`config.mk`:
```
export PLATFORM = sky130hd
export DESIGN_NAME = dpram_collide_arb
export DESIGN_NICKNAME = d
export VERILOG_FILES = /design/src/rtl/dca_pkg.sv /design/src/rtl/dca_req_track.sv /design/src/rtl/dca_arbiter.sv /design/src/rtl/dca_wr_gate.sv /design/src/rtl/dpram_collide_arb.sv
export SDC_FILE = /design/constraint.sdc
export NUM_CORES = 1
export LEC_CHECK = 0
export BUFFER_PORTS_ARGS = -buffer_cell sky130_fd_sc_hd__buf_2
export CAP_MARGIN = 20
export CORE_UTILIZATION = 49
export CTS_CLUSTER_DIAMETER = 60
export DETAILED_ROUTE_END_ITERATION = 10
export GPL_TIMING_DRIVEN = 0
export PLACE_DENSITY = 0.77
export SETUP_SLACK_MARGIN = 0.02
export SKIP_LAST_GASP = 1
export SLEW_MARGIN = 20
export SYNTH_ARGS = -nofsm -noshare
export SYNTH_HDL_FRONTEND = slang
export SYNTH_SLANG_ARGS = --single-unit
```
`constraint.sdc`:
```
create_clock -name clk -period 2.92 [get_ports clk]
set_input_delay 0.584 -clock clk [delete_from_list [all_inputs] [get_ports clk]]
set_output_delay 0.584 -clock clk [all_outputs]
set_load 0.01 [all_outputs]
```
`src/rtl/dca_pkg.sv`:
```
package dca_pkg;

  typedef enum logic [1:0] {
    OWN_NONE  = 2'd0,
    OWN_LEFT  = 2'd1,
    OWN_RIGHT = 2'd2
  } owner_t;

  // Owner for this cycle from collision, previous owner and arrival flags.
  function automatic owner_t pick_owner(input logic   hit,
                                        input owner_t prev,
                                        input logic   l_new,
                                        input logic   r_new);
    owner_t res;
    if (!hit)                                res = OWN_NONE;
    else if (prev == OWN_LEFT  && !l_new)    res = OWN_LEFT;
    else if (prev == OWN_RIGHT && !r_new)    res = OWN_RIGHT;
    else if (l_new && !r_new)                res = OWN_RIGHT;
    else                                     res = OWN_LEFT;
    return res;
  endfunction

endpackage

```
`src/rtl/dca_req_track.sv`:
```
module dca_req_track #(
  parameter int AW = 12
) (
  input  logic          clk,
  input  logic          rst,
  input  logic          en,
  input  logic [AW-1:0] addr,
  output logic          is_new
);
  logic          en_q;
  logic [AW-1:0] addr_q;

  always_ff @(posedge clk) begin
    if (rst) begin
      en_q   <= 1'b0;
      addr_q <= '0;
    end else begin
      en_q   <= en;
      addr_q <= addr;
    end
  end

  assign is_new = en && (!en_q || (addr != addr_q));
endmodule

```
`src/rtl/dca_arbiter.sv`:
```
module dca_arbiter #(
  parameter int AW = 12
) (
  input  logic          clk,
  input  logic          rst,
  input  logic          l_en,
  input  logic [AW-1:0] l_addr,
  input  logic          r_en,
  input  logic [AW-1:0] r_addr,
  input  logic          l_new,
  input  logic          r_new,
  output logic          hit,
  output logic          lose_l,
  output logic          lose_r
);
  import dca_pkg::*;

  owner_t owner_q;
  owner_t owner_d;

  assign hit = l_en && r_en && (l_addr == r_addr);

  always_comb begin
    if (rst) owner_d = OWN_NONE;
    else     owner_d = pick_owner(hit, owner_q, l_new, r_new);
  end

  always_ff @(posedge clk) begin
    if (rst) owner_q <= OWN_NONE;
    else     owner_q <= owner_d;
  end

  assign lose_l = (owner_d == OWN_RIGHT);
  assign lose_r = (owner_d == OWN_LEFT);
endmodule

```
`src/rtl/dca_wr_gate.sv`:
```
module dca_wr_gate (
  input  logic master,
  input  logic lose,
  input  logic busy_in_n,
  input  logic en,
  input  logic wr,
  output logic busy_n,
  output logic inhibit,
  output logic wr_go
);
  assign busy_n  = !(master && lose);
  assign inhibit = master ? lose : !busy_in_n;
  assign wr_go   = en && wr && !inhibit;
endmodule

```
`src/rtl/dpram_collide_arb.sv`:
```
module dpram_collide_arb #(
  parameter int AW = 12
) (
  input  logic          clk,
  input  logic          rst,
  input  logic          master,
  input  logic          l_en,
  input  logic [AW-1:0] l_addr,
  input  logic          l_wr,
  input  logic          r_en,
  input  logic [AW-1:0] r_addr,
  input  logic          r_wr,
  input  logic          busy_in_l_n,
  input  logic          busy_in_r_n,
  output logic          busy_l_n,
  output logic          busy_r_n,
  output logic          wr_inhibit_l,
  output logic          wr_inhibit_r,
  output logic          l_wr_go,
  output logic          r_wr_go
);
  localparam int NP = 2;

  logic          l_new, r_new, hit, lose_l, lose_r;
  logic [NP-1:0] lose_v, bin_v, en_v, wr_v, busy_v, inh_v, go_v;

  dca_req_track #(.AW(AW)) trk_l (.clk(clk), .rst(rst), .en(l_en), .addr(l_addr), .is_new(l_new));
  dca_req_track #(.AW(AW)) trk_r (.clk(clk), .rst(rst), .en(r_en), .addr(r_addr), .is_new(r_new));

  dca_arbiter #(.AW(AW)) arb_i (
    .clk(clk), .rst(rst),
    .l_en(l_en), .l_addr(l_addr), .r_en(r_en), .r_addr(r_addr),
    .l_new(l_new), .r_new(r_new),
    .hit(hit), .lose_l(lose_l), .lose_r(lose_r)
  );

  assign lose_v = {lose_r, lose_l};
  assign bin_v  = {busy_in_r_n, busy_in_l_n};
  assign en_v   = {r_en, l_en};
  assign wr_v   = {r_wr, l_wr};

  for (genvar p = 0; p < NP; p++) begin : g_port
    dca_wr_gate gate_i (
      .master(master), .lose(lose_v[p]), .busy_in_n(bin_v[p]),
      .en(en_v[p]), .wr(wr_v[p]),
      .busy_n(busy_v[p]), .inhibit(inh_v[p]), .wr_go(go_v[p])
    );
  end

  assign busy_l_n     = busy_v[0];
  assign busy_r_n     = busy_v[1];
  assign wr_inhibit_l = inh_v[0];
  assign wr_inhibit_r = inh_v[1];
  assign l_wr_go      = go_v[0];
  assign r_wr_go      = go_v[1];
endmodule

```
Yosys cells after proc, flatten, opt, wreduce, memory -nomap -nowiden:

Index checks and enable logic that the tools add are counted.
Widths: inputs -> output; s select.

* memory bits (writable): 0
* bits in latches: 0
* word-level logic and storage cells: 44
* memory bits (read-only): 0
* memories kept: 0
* bits in registers: 28
* input port bits: 33
* output and inout bits: 6

* reduce and logical (&&, ||, !) cells: 25
* order comparisons: 0
* multiplexer cells: 7
* multiply operators: 0
* divide/modulo/power cells: 0
* $add $sub $neg: 0
* eq/ne operators: 7
* bitwise gates (word level): 0
* shift operators: 0

Operator list (number)
* $ne 12x12->1: 2
* $logic_and 1x1->1: 13
* $eq 12x12->1: 1
* $logic_not 1->1: 10
* $mux 2: 5
* $eq 2x1->1 const B: 2
* $eq 2x2->1 const B: 2
* $logic_or 1x1->1: 2
* $mux 1: 2

Depth between registers and ports, before layout:

Gate-level depths: netlist of run 1.

* depth in word-level cells: 14
* gate-level depth with buffers: 5
* mapped depth without buffers: 5

Modules after synthesis:

Synthesis of run 1 repeated with hierarchy kept, for this count alone.

* cells, all modules: 129
* area total of the unflattened synthesis: 1270.0 um^2

Modules (own cells, without submodules)
* dca_req_track: cells each 44, sequential area each 260.2 um^2, times used 2, area each 481.7 um^2
* dca_arbiter: cells each 29, sequential area each 40.0 um^2, times used 1, area each 244.0 um^2
* dca_wr_gate: cells each 6, sequential area each 0.0 um^2, times used 2, area each 31.3 um^2

Worst setup path after synthesis of run 1:

No wires, ideal clock.

* path type: input -> output
* start: input r_addr[3]
* end: output r_wr_go
* data arrival time: 1.921 ns
* path slack: 0.415 ns
* buffers on the path: 0
* required time: 2.336 ns
* cell stages on the path: 5
* cell sequence: xnor2_1 -> nand3_1 -> or4_4 -> a221oi_4 -> o21a_1

* word-level cells in the longest chain between the ends: 14
* elaborated cells on any way between the ends: 17
* those cells by class: eq/ne: 3; mux: 6; reduce/logical: 8

RTL lines
* start: declaration: line dpram_collide_arb.sv:11 `input logic [AW-1:0] r_addr,`
* $ne 12x12->1: line dca_req_track.sv:23 `assign is_new = en && (!en_q || (addr != addr_q));`
* $logic_or 1x1->1: line dca_req_track.sv:23
* $logic_and 1x1->1: line dca_req_track.sv:23
* $logic_not 1->1: line dca_pkg.sv:17, dca_pkg.sv:18
* $logic_and 1x1->1: line dca_pkg.sv:18 `else if (l_new && !r_new) res = OWN_RIGHT;`
* $mux 2: line dca_pkg.sv:18
* $mux 2: line dca_pkg.sv:17 `else if (prev == OWN_RIGHT && !r_new) res = OWN_RIGHT;`
* $mux 2: line dca_pkg.sv:16 `else if (prev == OWN_LEFT && !l_new) res = OWN_LEFT;`
* $mux 2 (*): line dca_pkg.sv:15 `if (!hit) res = OWN_NONE;`
* $mux 2 (*): line dca_arbiter.sv:24 `if (rst) owner_d = OWN_NONE;`
* $eq 2x1->1 (*): line dca_arbiter.sv:34 `assign lose_r = (owner_d == OWN_LEFT);`
* $mux 1 (*): line dca_wr_gate.sv:12 `assign inhibit = master ? lose : !busy_in_n;`
* $logic_not 1->1 (*): line dca_wr_gate.sv:13 `assign wr_go = en && wr && !inhibit;`
* $logic_and 1x1->1 (*): line dca_wr_gate.sv:13
* end: declaration: line dpram_collide_arb.sv:20 `output logic r_wr_go`

Mark *: on every way between the ends. The rest lies on a longest branch, timed or not.

Worst setup path after layout of run 1:

* start: input r_addr[3]
* end: output wr_inhibit_l

* word-level cells in the longest chain between the ends: 12
* elaborated cells on any way between the ends: 15
* those cells by class: eq/ne: 3; mux: 6; reduce/logical: 6

RTL lines
* $ne 12x12->1: line dca_req_track.sv:23
* $logic_or 1x1->1: line dca_req_track.sv:23
* $logic_and 1x1->1: line dca_req_track.sv:23
* $logic_not 1->1: line dca_pkg.sv:17, dca_pkg.sv:18
* $logic_and 1x1->1: line dca_pkg.sv:18
* $mux 2: line dca_pkg.sv:18
* $mux 2: line dca_pkg.sv:17
* $mux 2: line dca_pkg.sv:16
* $mux 2 (*): line dca_pkg.sv:15
* $mux 2 (*): line dca_arbiter.sv:24
* $eq 2x2->1 (*): line dca_arbiter.sv:33 `assign lose_l = (owner_d == OWN_RIGHT);`
* $mux 1 (*): line dca_wr_gate.sv:12
* end: declaration: line dpram_collide_arb.sv:17 `output logic wr_inhibit_l,`

Marks and branches as above.

==> impl_metrics.env, run 1 <==
export IMPL_status="finished, final reports clean"
export IMPL_critical_path_max_stage_delay_ns=0.56
export IMPL_wl_mm=2.66
export IMPL_drt_vias_per_instance=4.99
export IMPL_vias=964
export IMPL_internal_power_uw=547
export IMPL_worstMarginPinSlew_ns=0.608
export IMPL_ys_ff_latch=28
export IMPL_arrival_ns=2.26
export IMPL_netlist_area_sq_mm=0.00125
export IMPL_ant_nets=0
export IMPL_n_antenna_cell=0
export IMPL_layout_nets=199
export IMPL_yosysTopAreaCell="dfxtp_1"
export IMPL_critPathBufInv=2
export IMPL_placementRows=17
export IMPL_grt_use_total=0.215
export IMPL_p_clk_frac=0.263
export IMPL_wl_per_cell_um=13.8
export IMPL_dr_pass1_iters=4
export IMPL_ir_worst_vdd_uv=444
export IMPL_drc=0
export IMPL_ys_seq_area_frac=0.448
export IMPL_period_minus_slack_ns=2.85
export IMPL_fin_crit_sh=0.975
export IMPL_cp_end_kind="output pin"
export IMPL_timing_fmax_mhz=351
export IMPL_combinationalPowerShare=0.175
export IMPL_path_class="input pin to output pin"
export IMPL_clock_latency_ns=0.34
export IMPL_fillers=194
export IMPL_pwr_share_seq=0.562
export IMPL_min_path_type="input pin to flop"
export IMPL_fp_dieW_um=52.5
export IMPL_area_growth_pct=24.8
export IMPL_grt_max_degree=16
export IMPL_hpwlAfterDp_mm=2.02
export IMPL_rsz0062_at_grt="no"
export IMPL_h_tree_depth=1
export IMPL_swShare=0.252
export IMPL_hold_ws_ns=0.477
export IMPL_start_util=0.544
export IMPL_port_buffers=38
export IMPL_finalSetupTns_ns=0
export IMPL_dieArea_sq_mm=0.00276
export IMPL_grt_pass1_wl_mm=4.13
export IMPL_synthTopCellsByCount="dfxtp_1, xnor2_1, nor2b_1"
export IMPL_hold_violations=0
export IMPL_ys_flop_type="dfxtp_1"
export IMPL_first_iter_violations=6
export IMPL_avgSynthCellArea_sq_um=10.2
export IMPL_drv_cap=0
export IMPL_yosys_top_cells_area="dfxtp_1, xnor2_1, nor2b_1"
export IMPL_crit_family="simple AND/OR/NAND/NOR gates"
export IMPL_setup_viol=0
export IMPL_synth_cells=122
export IMPL_cp_max_fo=8
export IMPL_drive_above_1_share=0.321
export IMPL_die_h_um=52.5
export IMPL_synth_cell_type_count=21
export IMPL_path_cells="buf_2 -> xnor2_2 -> nand3_1 -> or4_4 -> a221oi_4 -> o2bb2ai_1 -> buf_2"
export IMPL_cts_inserted_buffers=3
export IMPL_clkSlewWorstSetupHoldPaths_ns=0.14
export IMPL_synth_nets=155
export IMPL_p_switching_uw=184
export IMPL_clock_sinks=28
export IMPL_p_leak_nw=0.638
export IMPL_slowest_stage="or4_4"
export IMPL_cts_root_buf="clkbuf_4"
export IMPL_cts_tree="built"
export IMPL_dpl_cell_count=188
export IMPL_finClkSkew_ns=0.0117
export IMPL_power_uw=731
export IMPL_fin_cells=193
export IMPL_io_pins=39
export IMPL_core_sq_mm=0.00230
export IMPL_place_congestion=0.759
export IMPL_grt_pass1_vias=919
export IMPL_antenna_found_initial=0
export IMPL_p_per_area_mw_per_mm2=468
export IMPL_ys_warn_count=0
export IMPL_grt_overflow=0
export IMPL_cts_hold_buf=0
export IMPL_finalMaxSlewViolations=0
export IMPL_synth_async_sr_flop_share=0
export IMPL_slew_headroom=0.591
export IMPL_required_ns=2.34
export IMPL_synth_top_cell_area_share=0.448
export IMPL_cpMostUsedCell="buf_2"
export IMPL_synth_edf_count=0
export IMPL_cp_start_kind="input pin"
export IMPL_cts_path_max_buffers=2
==> cell type report <==
type	instances	area, sq um	area share
inverters	1	3.75	0.00241
well taps	28	35.0	0.0225
multi-input cells	91	708	0.454
flip-flops and latches	28	566	0.362
repair buffers	39	204	0.131
clock buffers	4	36.3	0.0233
plain buffers	2	7.51	0.00481
==> flip-flops by register name, indices dropped and copies added (netlist names) <==
name           cells
trk_r.addr_q      12
trk_l.en_q         1
trk_r.en_q         1
arb_i.owner_q      2
trk_l.addr_q      12
==> through the flow <==
stage	worst slack [ns]	cell area (sq um)	util
after detailed placement	0.0734	1480	0.642
after floorplan	0.415	1250	-
final	0.0718	1560	0.679
after global placement	0.0910	1480	0.642
after CTS	0.0592	1510	0.658
after global routing	0.0206	1560	0.679
==> worst register-to-register path, stage by stage, from the launching register on <==
cell and delay (ns):
dfxtp_2 0.36, xnor2_2 0.14, nand3_1 0.10, or4_4 0.56, a221oi_4 0.42, buf_4 0.18
nor2b_1 0.03
==> metal layers <==
layer | up-vias | GRT usage | share of wire
met4 | 0 | 0.0877 | 0.013
met2 | 28 | 0.350 | 0.47
met1 | 444 | 0.262 | 0.48
met3 | 4 | 0.0638 | 0.040
met5 | - | 0 | 0
li1 | 488 | - | -
==> cells in the final DEF (no fill, tap or decap), types with 2 or more instances in the layout <==
master / Yosys / layout
xnor2_1: 28 / 24
nand2_1: 3 / 3
clkbuf_4: 0 / 3
buf_2: 0 / 37
xnor2_2: 0 / 4
and2_1: 2 / 2
nor2b_1: 27 / 27
xor2_1: 8 / 8
nand4_1: 5 / 5
dfxtp_1: 28 / 24
dfxtp_2: 0 / 4
nand3_1: 3 / 3
clkbuf_1: 2 / 2
a21oi_1: 3 / 3
nor4_1: 3 / 3
==> final timing paths <==
check	slack (ns)	endpoint	startpoint	cells past startpoint
max	0.07	wr_inhibit_l	r_addr[3]	7
min	0.48	trk_r.addr_q[11]	r_addr[11]	2
max reg2reg	1.05	arb_i.owner_q[0]	trk_r.addr_q[5]	6
min reg2reg	0.75	arb_i.owner_q[1]	trk_r.en_q	4
==> cells by family after synthesis <==
family | Yosys count | synth area share
compound gates | 9 | 0.0651
xor+xnor | 36 | 0.252
buf+inv | 3 | 0.00901
flops | 28 | 0.448
simple gates | 46 | 0.225
==> power by group through the flow <==
stage / registers, mW / clock network (mW) / logic [mW]
floorplan: 0.416 / 0 / 0.0681
global placement: 0.417 / 0 / 0.117
detailed placement: 0.418 / 0 / 0.120
CTS: 0.410 / 0.194 / 0.121
global route: 0.413 / 0.214 / 0.140
finish: 0.411 / 0.192 / 0.128
==> repair_timing <==
action | CTS | global route
endpoints found under the setup margin | 0 | 6
buffers inserted | 0 | 1
gates resized for setup | 0 | 10
(Power assumes the default switching activity.)
==> inputs of run 2 (changes only) <==
--- a/config.mk
+++ b/config.mk
@@ -7,11 +7,11 @@
 export LEC_CHECK = 0
 export BUFFER_PORTS_ARGS = -buffer_cell sky130_fd_sc_hd__buf_2
 export CAP_MARGIN = 20
-export CORE_UTILIZATION = 49
+export CORE_UTILIZATION = 45
 export CTS_CLUSTER_DIAMETER = 60
 export DETAILED_ROUTE_END_ITERATION = 10
 export GPL_TIMING_DRIVEN = 0
-export PLACE_DENSITY = 0.77
+export PLACE_DENSITY = 0.74
 export SETUP_SLACK_MARGIN = 0.02
 export SKIP_LAST_GASP = 1
 export SLEW_MARGIN = 20
==> constraint.sdc (replaced) <==
create_clock -name clk -period 2.6 [get_ports clk]
set_input_delay 0.52 -clock clk [delete_from_list [all_inputs] [get_ports clk]]
set_output_delay 0.52 -clock clk [all_outputs]
set_load 0.01 [all_outputs]
==> run 2 against run 1 <==
- the flow now finishes with violations (setup timing)
- clock skew shrank 0.0079 ns
- cell count grew 1.6%
- sequential share of layout area shrank 1.0 points
- register-to-register slack lost 0.45 ns
- via count grew 1.1%
- wire length shrank 1.7%
- setup slack lost 0.21 ns
- first-iteration DRC count grew to 2.8 times the previous value
- utilization shrank 4.6 points
- global-route usage shrank 1.6 points
- clock power grew 50%
- critical endpoint is now wr_inhibit_r
- largest cell class unchanged
- highest routed layer unchanged
==> impl_metrics.env, run 2 (same netlist as run 1, synthesis figures left out) <==
export IMPL_status="finished with violations"
export IMPL_violations="setup timing"
export IMPL_drt_vias_per_instance=4.97
export IMPL_dr_pass1_iters=4
export IMPL_grt_max_degree=17
export IMPL_period_minus_slack_ns=2.74
export IMPL_clock_sinks=28
export IMPL_min_path_type="input pin to flop"
export IMPL_cts_tree="built"
export IMPL_rsz0062_at_grt="yes"
export IMPL_core_sq_mm=0.00254
export IMPL_dieArea_sq_mm=0.00299
export IMPL_cts_inserted_buffers=3
export IMPL_slew_headroom=0.625
export IMPL_hold_violations=0
export IMPL_start_util=0.491
export IMPL_fp_dieW_um=54.7
export IMPL_r2r_end="arb_i.owner_q[1]"
export IMPL_reg2reg_slack_ns=0.60
export IMPL_placementRows=18
export IMPL_finalMaxSlewViolations=0
export IMPL_cp_start_kind="flop"
export IMPL_top_regs="trk_l.addr_q (12), trk_r.addr_q (12), arb_i.owner_q (2)"
export IMPL_whs_endpoint="trk_l.addr_q[5]"
export IMPL_wl_mm=2.61
export IMPL_place_congestion=0.794
export IMPL_finClkSkew_ns=0.00379
export IMPL_area_growth_pct=28.9
export IMPL_combinationalPowerShare=0.164
export IMPL_drv_cap=0
export IMPL_grt_overflow=0
export IMPL_fin_crit_sh=1.05
export IMPL_final_cell_mix="buf_2, nor2b_1, xnor2_1, dfxtp_1, xor2_1"
export IMPL_hold_start="l_addr[5]"
export IMPL_io_pins=39
export IMPL_finalWorstSetupSlack_ns=-0.142
export IMPL_cts_hold_buf=0
export IMPL_die_h_um=54.7
export IMPL_required_ns=2.08
export IMPL_hold_ws_ns=0.440
export IMPL_pwr_share_seq=0.515
export IMPL_drc=0
export IMPL_grt_pass1_vias=952
export IMPL_finalSetupTns_ns=-0.675
export IMPL_r2r_start="trk_r.addr_q[11]"
export IMPL_path_class="flop to output pin"
export IMPL_cp_end_kind="output pin"
export IMPL_fillers=228
export IMPL_cp_max_fo=7
export IMPL_p_leak_nw=0.665
export IMPL_internal_power_uw=686
export IMPL_antenna_found_initial=0
export IMPL_worstMarginPinSlew_ns=0.558
export IMPL_worst_r2r_path_depth=7
export IMPL_holdPathStages=2
export IMPL_p_per_area_mw_per_mm2=556
export IMPL_ant_nets=0
export IMPL_h_tree_depth=1
export IMPL_cts_path_max_buffers=2
export IMPL_fin_util=0.633
export IMPL_hpwlAfterDp_mm=1.99
export IMPL_drive_above_1_share=0.355
export IMPL_ir_worst_vdd_uv=386
export IMPL_clock_latency_ns=0.33
export IMPL_n_antenna_cell=0
export IMPL_vias=975
export IMPL_swShare=0.234
export IMPL_grt_use_total=0.199
export IMPL_clkSlewWorstSetupHoldPaths_ns=0.15
export IMPL_first_iter_violations=17
export IMPL_final_common_cell="buf_2"
export IMPL_grt_pass1_wl_mm=4.15
export IMPL_port_buffers=38
export IMPL_cts_root_buf="clkbuf_4"
export IMPL_timing_fmax_mhz=365
export IMPL_setup_viol=6
export IMPL_wl_per_cell_um=13.3
export IMPL_arrival_ns=2.22
export IMPL_p_switching_uw=210
export IMPL_power_uw=896
export IMPL_p_clk_frac=0.321
export IMPL_layout_nets=200
export IMPL_place_ws_ns=-0.158
[run 2: changes by cell type in the layout (fill, tap and decap cells not counted)]
cell / delta
bufinv_16: +1
nand2b_4: +1
dfxtp_2: +2
buf_4: +1
clkbuf_8: -1
xnor2_1: -2
dfxtp_1: -2
xnor2_2: +2
nand2b_1: -1
[run 2: how the worst max path moves through the flow]
stage                          start           end  slack, ns  cells after the start
floorplan                  r_addr[3]       r_wr_go       0.22                      5
global placement           r_addr[4]       r_wr_go      -0.11                      7
detailed placement         r_addr[4]       r_wr_go      -0.16                      7
CTS                  trk_r.addr_q[3]      busy_r_n      -0.10                      6
global route        trk_r.addr_q[11]  wr_inhibit_r      -0.21                      6
finish              trk_r.addr_q[11]  wr_inhibit_r      -0.14                      6
[run 2: critical path: stages (launching register included)]
cell,delay (ns)
dfxtp_2,0.35
xnor2_2,0.15
nand3_1,0.09
or4_4,0.55
a221oi_4,0.43
o22ai_1,0.14
buf_2,0.17
[run 2: area by class of cell]
type	count	area (sq um)	share of cell area
Buffer	2	7.51	0.00466
Multi-Input combinational cell	91	731	0.453
Sequential cell	28	568	0.352
Clock buffer	3	22.5	0.0140
Timing Repair Buffer	40	211	0.131
Inverter	1	3.75	0.00233
Clock inverter	1	30.0	0.0186
Tap cell	30	37.5	0.0233
[run 2: what timing repair did]
item	in CTS	in global routing
pin swaps	11	5
endpoints found under the setup margin	6	6
buffers inserted	1	1
resized for setup	13	1
[run 2: stage by stage]
step,cells,area (sq um)
2_1_floorplan,122,1250
3_3_place_gp,190,1480
3_5_place_dp,190,1480
4_1_cts,195,1600
5_1_grt,196,1610
6_report,196,1610
[run 2: power groups by stage]
stage               logic, mW  registers (mW)  clock network [mW]
global route            0.161           0.464               0.306
global placement        0.131           0.468                   0
detailed placement      0.136           0.469                   0
CTS                     0.145           0.462               0.289
floorplan              0.0765           0.467                   0
finish                  0.147           0.462               0.288
[run 2: metal layers]
layer  GRT usage  share of wire  vias up
met1       0.256           0.46      455
met4      0.0684         0.0084        0
met5           0              0        -
met3      0.0333          0.048        4
li1            -              -      489
met2       0.329           0.49       27
